**config.mk**
```make
export PLATFORM = sky130hd
export DESIGN_NAME = vid_stream_capture
export DESIGN_NICKNAME = d
export VERILOG_FILES = /design/src/rtl/vcap_pkg.sv /design/src/rtl/vcap_trs_decoder.sv /design/src/rtl/vcap_cfg_regs.sv /design/src/rtl/vcap_line_ctr.sv /design/src/rtl/vid_stream_capture.sv
export SDC_FILE = /design/constraint.sdc
export NUM_CORES = 1
export LEC_CHECK = 0
export BUFFER_PORTS_ARGS = -buffer_cell sky130_fd_sc_hd__buf_4
export CORE_UTILIZATION = 47
export DETAILED_ROUTE_END_ITERATION = 8
export PLACE_DENSITY = 0.67
export SLEW_MARGIN = 10
export SYNTH_ARGS = -nofsm -noshare
export SYNTH_HDL_FRONTEND = slang
export SYNTH_HIERARCHICAL = 1
export SYNTH_SLANG_ARGS = --single-unit
```
**constraint.sdc**
```tcl
create_clock -name clk_i -period 3.1 [get_ports clk_i]
set_clock_uncertainty 0.15 [all_clocks]
set_input_delay 0.775 -clock clk_i [delete_from_list [all_inputs] [get_ports clk_i]]
set_output_delay 0.775 -clock clk_i [all_outputs]
set_load 0.05 [all_outputs]
```
**src/rtl/vcap_pkg.sv**
```systemverilog
package vcap_pkg;

    typedef enum logic [1:0] {
        MODE_ACTIVE = 2'd0,
        MODE_VBI    = 2'd1,
        MODE_FIELD  = 2'd2
    } cap_mode_e;

    typedef enum logic [2:0] {
        ST_SEARCH,
        ST_WAIT_SAV,
        ST_ACTIVE,
        ST_DONE,
        ST_VBI,
        ST_ALL
    } cap_state_e;

    typedef enum logic [1:0] {
        P_IDLE,
        P_LEAD,
        P_ZERO1,
        P_ZERO2
    } trs_pos_e;

    localparam logic [7:0] TRS_LEAD = 8'hFF;
    localparam logic [7:0] TRS_ZERO = 8'h00;
    localparam int XY_MARK_BIT = 7;
    localparam int XY_F_BIT    = 6;
    localparam int XY_V_BIT    = 5;
    localparam int XY_H_BIT    = 4;

endpackage

```
**src/rtl/vcap_trs_decoder.sv**
```systemverilog
module vcap_trs_decoder
    import vcap_pkg::*;
(
    input  logic       clk_i,
    input  logic       rst_ni,
    input  logic [7:0] data_i,
    input  logic       valid_i,
    output logic       trs_byte_o,
    output logic       xy_hit_o,
    output logic       f1_start_o,
    output logic       f_now_o,
    output logic       v_now_o,
    output logic       h_now_o
);

    trs_pos_e pos_q, pos_d;
    logic     f_q, v_q, h_q, f_known_q;

    always_comb begin
        xy_hit_o   = valid_i && (pos_q == P_ZERO2) && data_i[XY_MARK_BIT];
        trs_byte_o = valid_i && ((pos_q != P_IDLE) || (data_i == TRS_LEAD));
        f1_start_o = xy_hit_o && f_known_q && f_q && !data_i[XY_F_BIT];
        f_now_o    = xy_hit_o ? data_i[XY_F_BIT] : f_q;
        v_now_o    = xy_hit_o ? data_i[XY_V_BIT] : v_q;
        h_now_o    = xy_hit_o ? data_i[XY_H_BIT] : h_q;
    end

    always_comb begin
        pos_d = pos_q;
        if (valid_i) begin
            unique case (pos_q)
                P_IDLE:  pos_d = (data_i == TRS_LEAD) ? P_LEAD : P_IDLE;
                P_LEAD:  pos_d = (data_i == TRS_ZERO) ? P_ZERO1 :
                                 (data_i == TRS_LEAD) ? P_LEAD : P_IDLE;
                P_ZERO1: pos_d = (data_i == TRS_ZERO) ? P_ZERO2 :
                                 (data_i == TRS_LEAD) ? P_LEAD : P_IDLE;
                P_ZERO2: pos_d = P_IDLE;
                default: pos_d = P_IDLE;
            endcase
        end
    end

    always_ff @(posedge clk_i) begin
        if (!rst_ni) begin
            pos_q     <= P_IDLE;
            f_q       <= 1'b0;
            v_q       <= 1'b0;
            h_q       <= 1'b0;
            f_known_q <= 1'b0;
        end else begin
            pos_q <= pos_d;
            if (xy_hit_o) begin
                f_q       <= data_i[XY_F_BIT];
                v_q       <= data_i[XY_V_BIT];
                h_q       <= data_i[XY_H_BIT];
                f_known_q <= 1'b1;
            end
        end
    end

    AST_F1_LEAVES_F_LOW: assert property (@(posedge clk_i) disable iff (!rst_ni)
        f1_start_o |=> !f_q);

    AST_CODE_NEEDS_PREAMBLE: assert property (@(posedge clk_i) disable iff (!rst_ni)
        (valid_i && pos_q == P_IDLE) |-> !xy_hit_o);

endmodule

```
**src/rtl/vcap_cfg_regs.sv**
```systemverilog
module vcap_cfg_regs
    import vcap_pkg::*;
#(
    parameter int LINE_W    = 11,
    parameter int DEF_LINES = 487
) (
    input  logic              clk_i,
    input  logic              rst_ni,
    input  logic              wr_i,
    input  logic              addr_i,
    input  logic [LINE_W-1:0] wdata_i,
    input  logic              apply_i,
    output cap_mode_e         pend_mode_o,
    output logic [LINE_W-1:0] target_o,
    output logic              resync_o
);

    localparam logic [LINE_W-1:0] LINES_RST = LINE_W'(DEF_LINES);

    logic [LINE_W-1:0] cnt_pend_q;
    logic              mode_legal;

    assign mode_legal = (wdata_i[1:0] != 2'b11);
    assign resync_o   = wr_i && !addr_i && mode_legal;

    always_ff @(posedge clk_i) begin
        if (!rst_ni) begin
            pend_mode_o <= MODE_ACTIVE;
            cnt_pend_q  <= LINES_RST;
            target_o    <= LINES_RST;
        end else begin
            if (resync_o)
                pend_mode_o <= cap_mode_e'(wdata_i[1:0]);
            if (wr_i && addr_i)
                cnt_pend_q <= wdata_i;
            if (apply_i)
                target_o <= cnt_pend_q;
        end
    end

    AST_MODE_LEGAL: assert property (@(posedge clk_i) disable iff (!rst_ni)
        pend_mode_o != 2'b11);

    AST_BAD_MODE_KEPT: assert property (@(posedge clk_i) disable iff (!rst_ni)
        (wr_i && !addr_i && !mode_legal) |=> $stable(pend_mode_o));

endmodule

```
**src/rtl/vcap_line_ctr.sv**
```systemverilog
module vcap_line_ctr #(
    parameter int LINE_W = 11
) (
    input  logic              clk_i,
    input  logic              rst_ni,
    input  logic              clr_i,
    input  logic              inc_i,
    input  logic [LINE_W-1:0] tgt_i,
    output logic              last_o,
    output logic              reached_o
);

    localparam logic [LINE_W-1:0] ONE = LINE_W'(1);

    logic [LINE_W-1:0] cnt_q;

    assign last_o    = ((cnt_q + ONE) == tgt_i);
    assign reached_o = (cnt_q >= tgt_i);

    always_ff @(posedge clk_i) begin
        if (!rst_ni)
            cnt_q <= '0;
        else if (clr_i)
            cnt_q <= '0;
        else if (inc_i)
            cnt_q <= cnt_q + ONE;
    end

    AST_CNT_BOUND: assert property (@(posedge clk_i) disable iff (!rst_ni)
        inc_i |-> (cnt_q < tgt_i));

    AST_CNT_CLEAR: assert property (@(posedge clk_i) disable iff (!rst_ni)
        clr_i |=> (cnt_q == '0));

endmodule

```
**src/rtl/vid_stream_capture.sv**
```systemverilog
module vid_stream_capture
    import vcap_pkg::*;
#(
    parameter int LINE_W    = 11,
    parameter int DEF_LINES = 487
) (
    input  logic              clk_i,
    input  logic              rst_ni,
    input  logic [7:0]        vid_data_i,
    input  logic              vid_valid_i,
    input  logic              cfg_wr_i,
    input  logic              cfg_addr_i,
    input  logic [LINE_W-1:0] cfg_wdata_i,
    output logic [7:0]        cap_data_o,
    output logic              cap_valid_o,
    output logic              cap_field_o,
    output logic              cap_vblank_o,
    output logic              cap_hblank_o
);

    cap_state_e        state_q, state_d;
    cap_mode_e         pend_mode;
    logic [LINE_W-1:0] target;
    logic              resync, trs_byte, xy_hit, f1_start;
    logic              f_now, v_now, h_now;
    logic              ctr_clr, ctr_inc, ctr_last, ctr_reached;
    logic              fwd;

    vcap_trs_decoder u_dec (
        .clk_i      (clk_i),
        .rst_ni     (rst_ni),
        .data_i     (vid_data_i),
        .valid_i    (vid_valid_i),
        .trs_byte_o (trs_byte),
        .xy_hit_o   (xy_hit),
        .f1_start_o (f1_start),
        .f_now_o    (f_now),
        .v_now_o    (v_now),
        .h_now_o    (h_now)
    );

    vcap_cfg_regs #(.LINE_W(LINE_W), .DEF_LINES(DEF_LINES)) u_cfg (
        .clk_i       (clk_i),
        .rst_ni      (rst_ni),
        .wr_i        (cfg_wr_i),
        .addr_i      (cfg_addr_i),
        .wdata_i     (cfg_wdata_i),
        .apply_i     (f1_start),
        .pend_mode_o (pend_mode),
        .target_o    (target),
        .resync_o    (resync)
    );

    vcap_line_ctr #(.LINE_W(LINE_W)) u_ctr (
        .clk_i     (clk_i),
        .rst_ni    (rst_ni),
        .clr_i     (ctr_clr),
        .inc_i     (ctr_inc),
        .tgt_i     (target),
        .last_o    (ctr_last),
        .reached_o (ctr_reached)
    );

    function automatic cap_state_e entry_state(input cap_mode_e m);
        unique case (m)
            MODE_VBI:   return ST_VBI;
            MODE_FIELD: return ST_ALL;
            default:    return ST_WAIT_SAV;
        endcase
    endfunction

    assign ctr_clr = f1_start;
    assign ctr_inc = (state_q == ST_ACTIVE) && xy_hit && h_now && !f1_start && !resync;

    always_comb begin
        state_d = state_q;
        if (resync) begin
            state_d = ST_SEARCH;
        end else if (f1_start) begin
            state_d = entry_state(pend_mode);
        end else begin
            unique case (state_q)
                ST_WAIT_SAV:
                    if (xy_hit && !h_now && !v_now && !ctr_reached)
                        state_d = ST_ACTIVE;
                ST_ACTIVE:
                    if (xy_hit && h_now)
                        state_d = ctr_last ? ST_DONE : ST_WAIT_SAV;
                ST_SEARCH, ST_DONE, ST_VBI, ST_ALL:
                    state_d = state_q;
                default:
                    state_d = ST_SEARCH;
            endcase
        end
    end

    always_ff @(posedge clk_i) begin
        if (!rst_ni)
            state_q <= ST_SEARCH;
        else
            state_q <= state_d;
    end

    always_comb begin
        unique case (state_q)
            ST_ACTIVE: fwd = !trs_byte;
            ST_VBI:    fwd = !trs_byte && v_now;
            ST_ALL:    fwd = 1'b1;
            default:   fwd = 1'b0;
        endcase
    end

    always_ff @(posedge clk_i) begin
        if (!rst_ni) begin
            cap_valid_o  <= 1'b0;
            cap_data_o   <= '0;
            cap_field_o  <= 1'b0;
            cap_vblank_o <= 1'b0;
            cap_hblank_o <= 1'b0;
        end else begin
            cap_valid_o <= vid_valid_i && fwd;
            if (vid_valid_i) begin
                cap_data_o   <= vid_data_i;
                cap_field_o  <= f_now;
                cap_vblank_o <= v_now;
                cap_hblank_o <= h_now;
            end
        end
    end

    AST_SEARCH_SILENT: assert property (@(posedge clk_i) disable iff (!rst_ni)
        (state_q == ST_SEARCH) |=> !cap_valid_o);

    AST_NO_CODE_IN_ACTIVE: assert property (@(posedge clk_i) disable iff (!rst_ni)
        (state_q == ST_ACTIVE && trs_byte) |=> !cap_valid_o);

    AST_DONE_SILENT: assert property (@(posedge clk_i) disable iff (!rst_ni)
        (state_q == ST_DONE) |=> !cap_valid_o);

    AST_RESYNC_SEARCH: assert property (@(posedge clk_i) disable iff (!rst_ni)
        resync |=> (state_q == ST_SEARCH));

    AST_OUT_NEEDS_IN: assert property (@(posedge clk_i) disable iff (!rst_ni)
        cap_valid_o |-> $past(vid_valid_i));

endmodule

```
==> flow_summary.ini <==
[global_routing]
grt_max_degree = 50
grt_pass1_wl_mm = 10.45
grt.total_usage = 0.2018
grt_overflow = 0
antenna_found_initial = 0
first_global_vias = 2137

[logic_synthesis]
syn-num-nets = 362
synth_top_area_share = 0.3702
seq_area_frac_synth = 0.3702
syn_inst = 325
syn_avg_cell_area_um2 = 9.317
synth_area_leader_cell = dfxtp_1
synth_edf_count = 0
synth_area_leaders = dfxtp_1 (37%), mux2i_1 (7.9%), ha_1 (5.4%), nor2b_1 (4.1%), xor2_1 (3.8%)
syn_area_um2 = 3028
ys_warn_count = 6
synth_ff_type = dfxtp_1
ys_ff_latch = 56
synth_most_common_cell = dfxtp_1
async_reset_ff_frac = 0
synth_common_cells = dfxtp_1 (56), mux2i_1 (24), nor2b_1 (20), nand2_1 (19)
synth.distinct_cells = 53

[die]
die-area_um2 = 6768
rows = 28
initial_core_util = 0.4996
fp.coreArea_um2 = 6061
die_h_um = 82.27
die_x_um = 82.27
io_pins = 36

[setup_path]
arrival_ns = 2.56
rr_startpoint = u_ctr/cnt_q[0]
crit_family = compound AO/OA/AOI/OAI gates
path_class = flip-flop to flip-flop
path_buf_inv = 1
startpoint_type = flip-flop
endpoint_kind = flip-flop
path_cells = inv_1 -> ha_1 -> nand2b_1 -> a21o_1 -> a21oi_1 -> o211a_1 -> o211ai_1 -> nor4_1 -> a31oi_1 -> a21boi_2 -> mux2i_1 -> nor2_1
worstSetupStartpoint = u_ctr/cnt_q[0]
cp_max_fo = 4
cp_slowest_cell = dfxtp_1
crit_required_ns = 3.17
critPathMaxStageDelay_ns = 0.39

[routing]
vias = 2334
wl_per_cell_um = 14.42
drtIter0Drc = 80
firstDrtPassIters = 4
final_antenna_net_count = 0
drt-total-wl_mm = 6.231
drc_errors = 0
via_per_inst = 5.403

[placement]
place_congestion = 0.8221
portBuffers = 35
dp_slack_ns = 0.3389
post-dp-hpwl_mm = 4.344

[power]
power_density_nw_per_um2 = 378.0
ir_drop_uv = 253.3
power.leakage_nw = 1.474

[clock_tree]
cts_tree = built
cts_buffers = 5
postCtsSetupBuffers = 0
cts_root_buf = clkbuf_8
clock_path_buffers = 2
clock-sinks = 56
clk_pin_slew_worst_paths_ns = 0.11
post_cts_resized = 0
ctsHtreeMaxLevel = 2
holdBufCountCts = 0
clk_latency_ns = 0.31

[sta]
period_needed_ns = 2.493
fmax_ghz = 0.4012
finalSetupTns_ns = 0
fin_crit_sh = 0.8041
setup_viol = 0
finalMaxSlewViolations = 0
fin_hold_ws_ns = 0.3315
slew-limit-headroom = 0.7021
setup_slack_ns = 0.6073
hold_viol = 0
rsz0062_at_grt = no
worst_slew_pin_slew_ns = 0.4462

[layout]
drive_gt1_frac = 0.1681
fillers = 564
num-nets-final = 393
areaGrowthSynthToFinish_pct = 12.85
fin_util = 0.5638
diodes = 0

[run_status]
outcome = complete, no violations

[worst_hold_path]
min_from = u_dec/f_known_q
worstHoldPathType = flip-flop to flip-flop

[flow_run]
max_cap_violations = 0
==> flip-flops by register name, indices dropped and copies added (netlist names) <==
register / count
state_q: 3
u_dec/f_q: 1
u_dec/h_q: 1
u_dec/v_q: 1
u_cfg/cnt_pend_q: 11
u_dec/f_known_q: 1
cap_field_o: 1
u_cfg/target_o: 11
u_ctr/cnt_q: 11
cap_data_o: 8
u_cfg/pend_mode_o: 2
cap_valid_o: 1
cap_hblank_o: 1
cap_vblank_o: 1
u_dec/pos_q: 2
==> logic make-up after synthesis <==
| family | synth area share |
|---|---|
| and+or+nand+nor | 0.2422 |
| AOI/OAI and AO/OA | 0.1227 |
| DFF | 0.3702 |
| buffers and inverters | 0.04751 |
| muxes | 0.09421 |
| xor gates and xnor gates | 0.06942 |
| adders and majority gates | 0.05372 |
==> cells in the final DEF (no fill, tap or decap), types with 4 or more instances in the layout <==
master and count:
xnor2_1 11, a21oi_1 15, o21ai_1 7, and3_1 6
o21ai_0 5, nor4_1 4, nand2b_1 6, buf_4 38
ha_1 13, mux2i_1 24, nor3_1 4, nand3_1 6
a21boi_0 5, clkbuf_8 5, o21a_1 6, and3b_1 8
xor2_1 13, inv_1 14, dfxtp_1 56, nor2b_1 20
nand4_1 10, a21o_1 4, nor2_1 15, nand2_1 19
a31oi_1 4
==> metrics by stage <==
step                      instances  power, mW  cell area, um2
after floorplan                 325     0.8263            3028
after global placement          424     0.8731            3321
after detailed placement        424     0.8743            3321
after CTS                       432      1.305            3417
after global routing            432      1.347            3417
final                           432      1.292            3417
==> worst reg2reg max path, cell delays in order, from the launching register on <==
cell and delay, ns:
dfxtp_1 0.39, inv_1 0.07, ha_1 0.30, nand2b_1 0.11, a21o_1 0.11, a21oi_1 0.06, o211a_1 0.24, o211ai_1 0.20
nor4_1 0.07, a31oi_1 0.15, a21boi_2 0.28, mux2i_1 0.22, nor2_1 0.05
==> final cells by class <==
class	count	area [um2]	share of cell area
well taps	75	93.84	0.02746
repair buffers	38	285.3	0.08349
flip-flops and latches	56	1121	0.3281
clock buffers	5	68.82	0.02014
clock inverters	3	27.53	0.008056
inverters	14	52.55	0.01538
multi-input cells	241	1768	0.5174
==> final timing paths <==
path / cells past startpoint / slack [ns] / endpoint
max: 12 / 0.61 / state_q[0]
min: 1 / 0.33 / u_dec/f_known_q
max reg2reg: 12 / 0.61 / state_q[0]
min reg2reg: 1 / 0.33 / u_dec/f_known_q
==> metal layers <==
layer  GRT usage  share of wire
met1      0.3086           0.54
met2      0.2876           0.43
met3     0.03736          0.029
met4     0.04737         0.0072
met5           0              0
==> where the power goes <==
part	internal [mW]	switching, mW
Clock	0.167	0.266
Combinational	0.0502	0.0678
Sequential	0.733	0.00709
Total	0.950	0.341
Note: power is estimated with default switching activity, not from simulation.
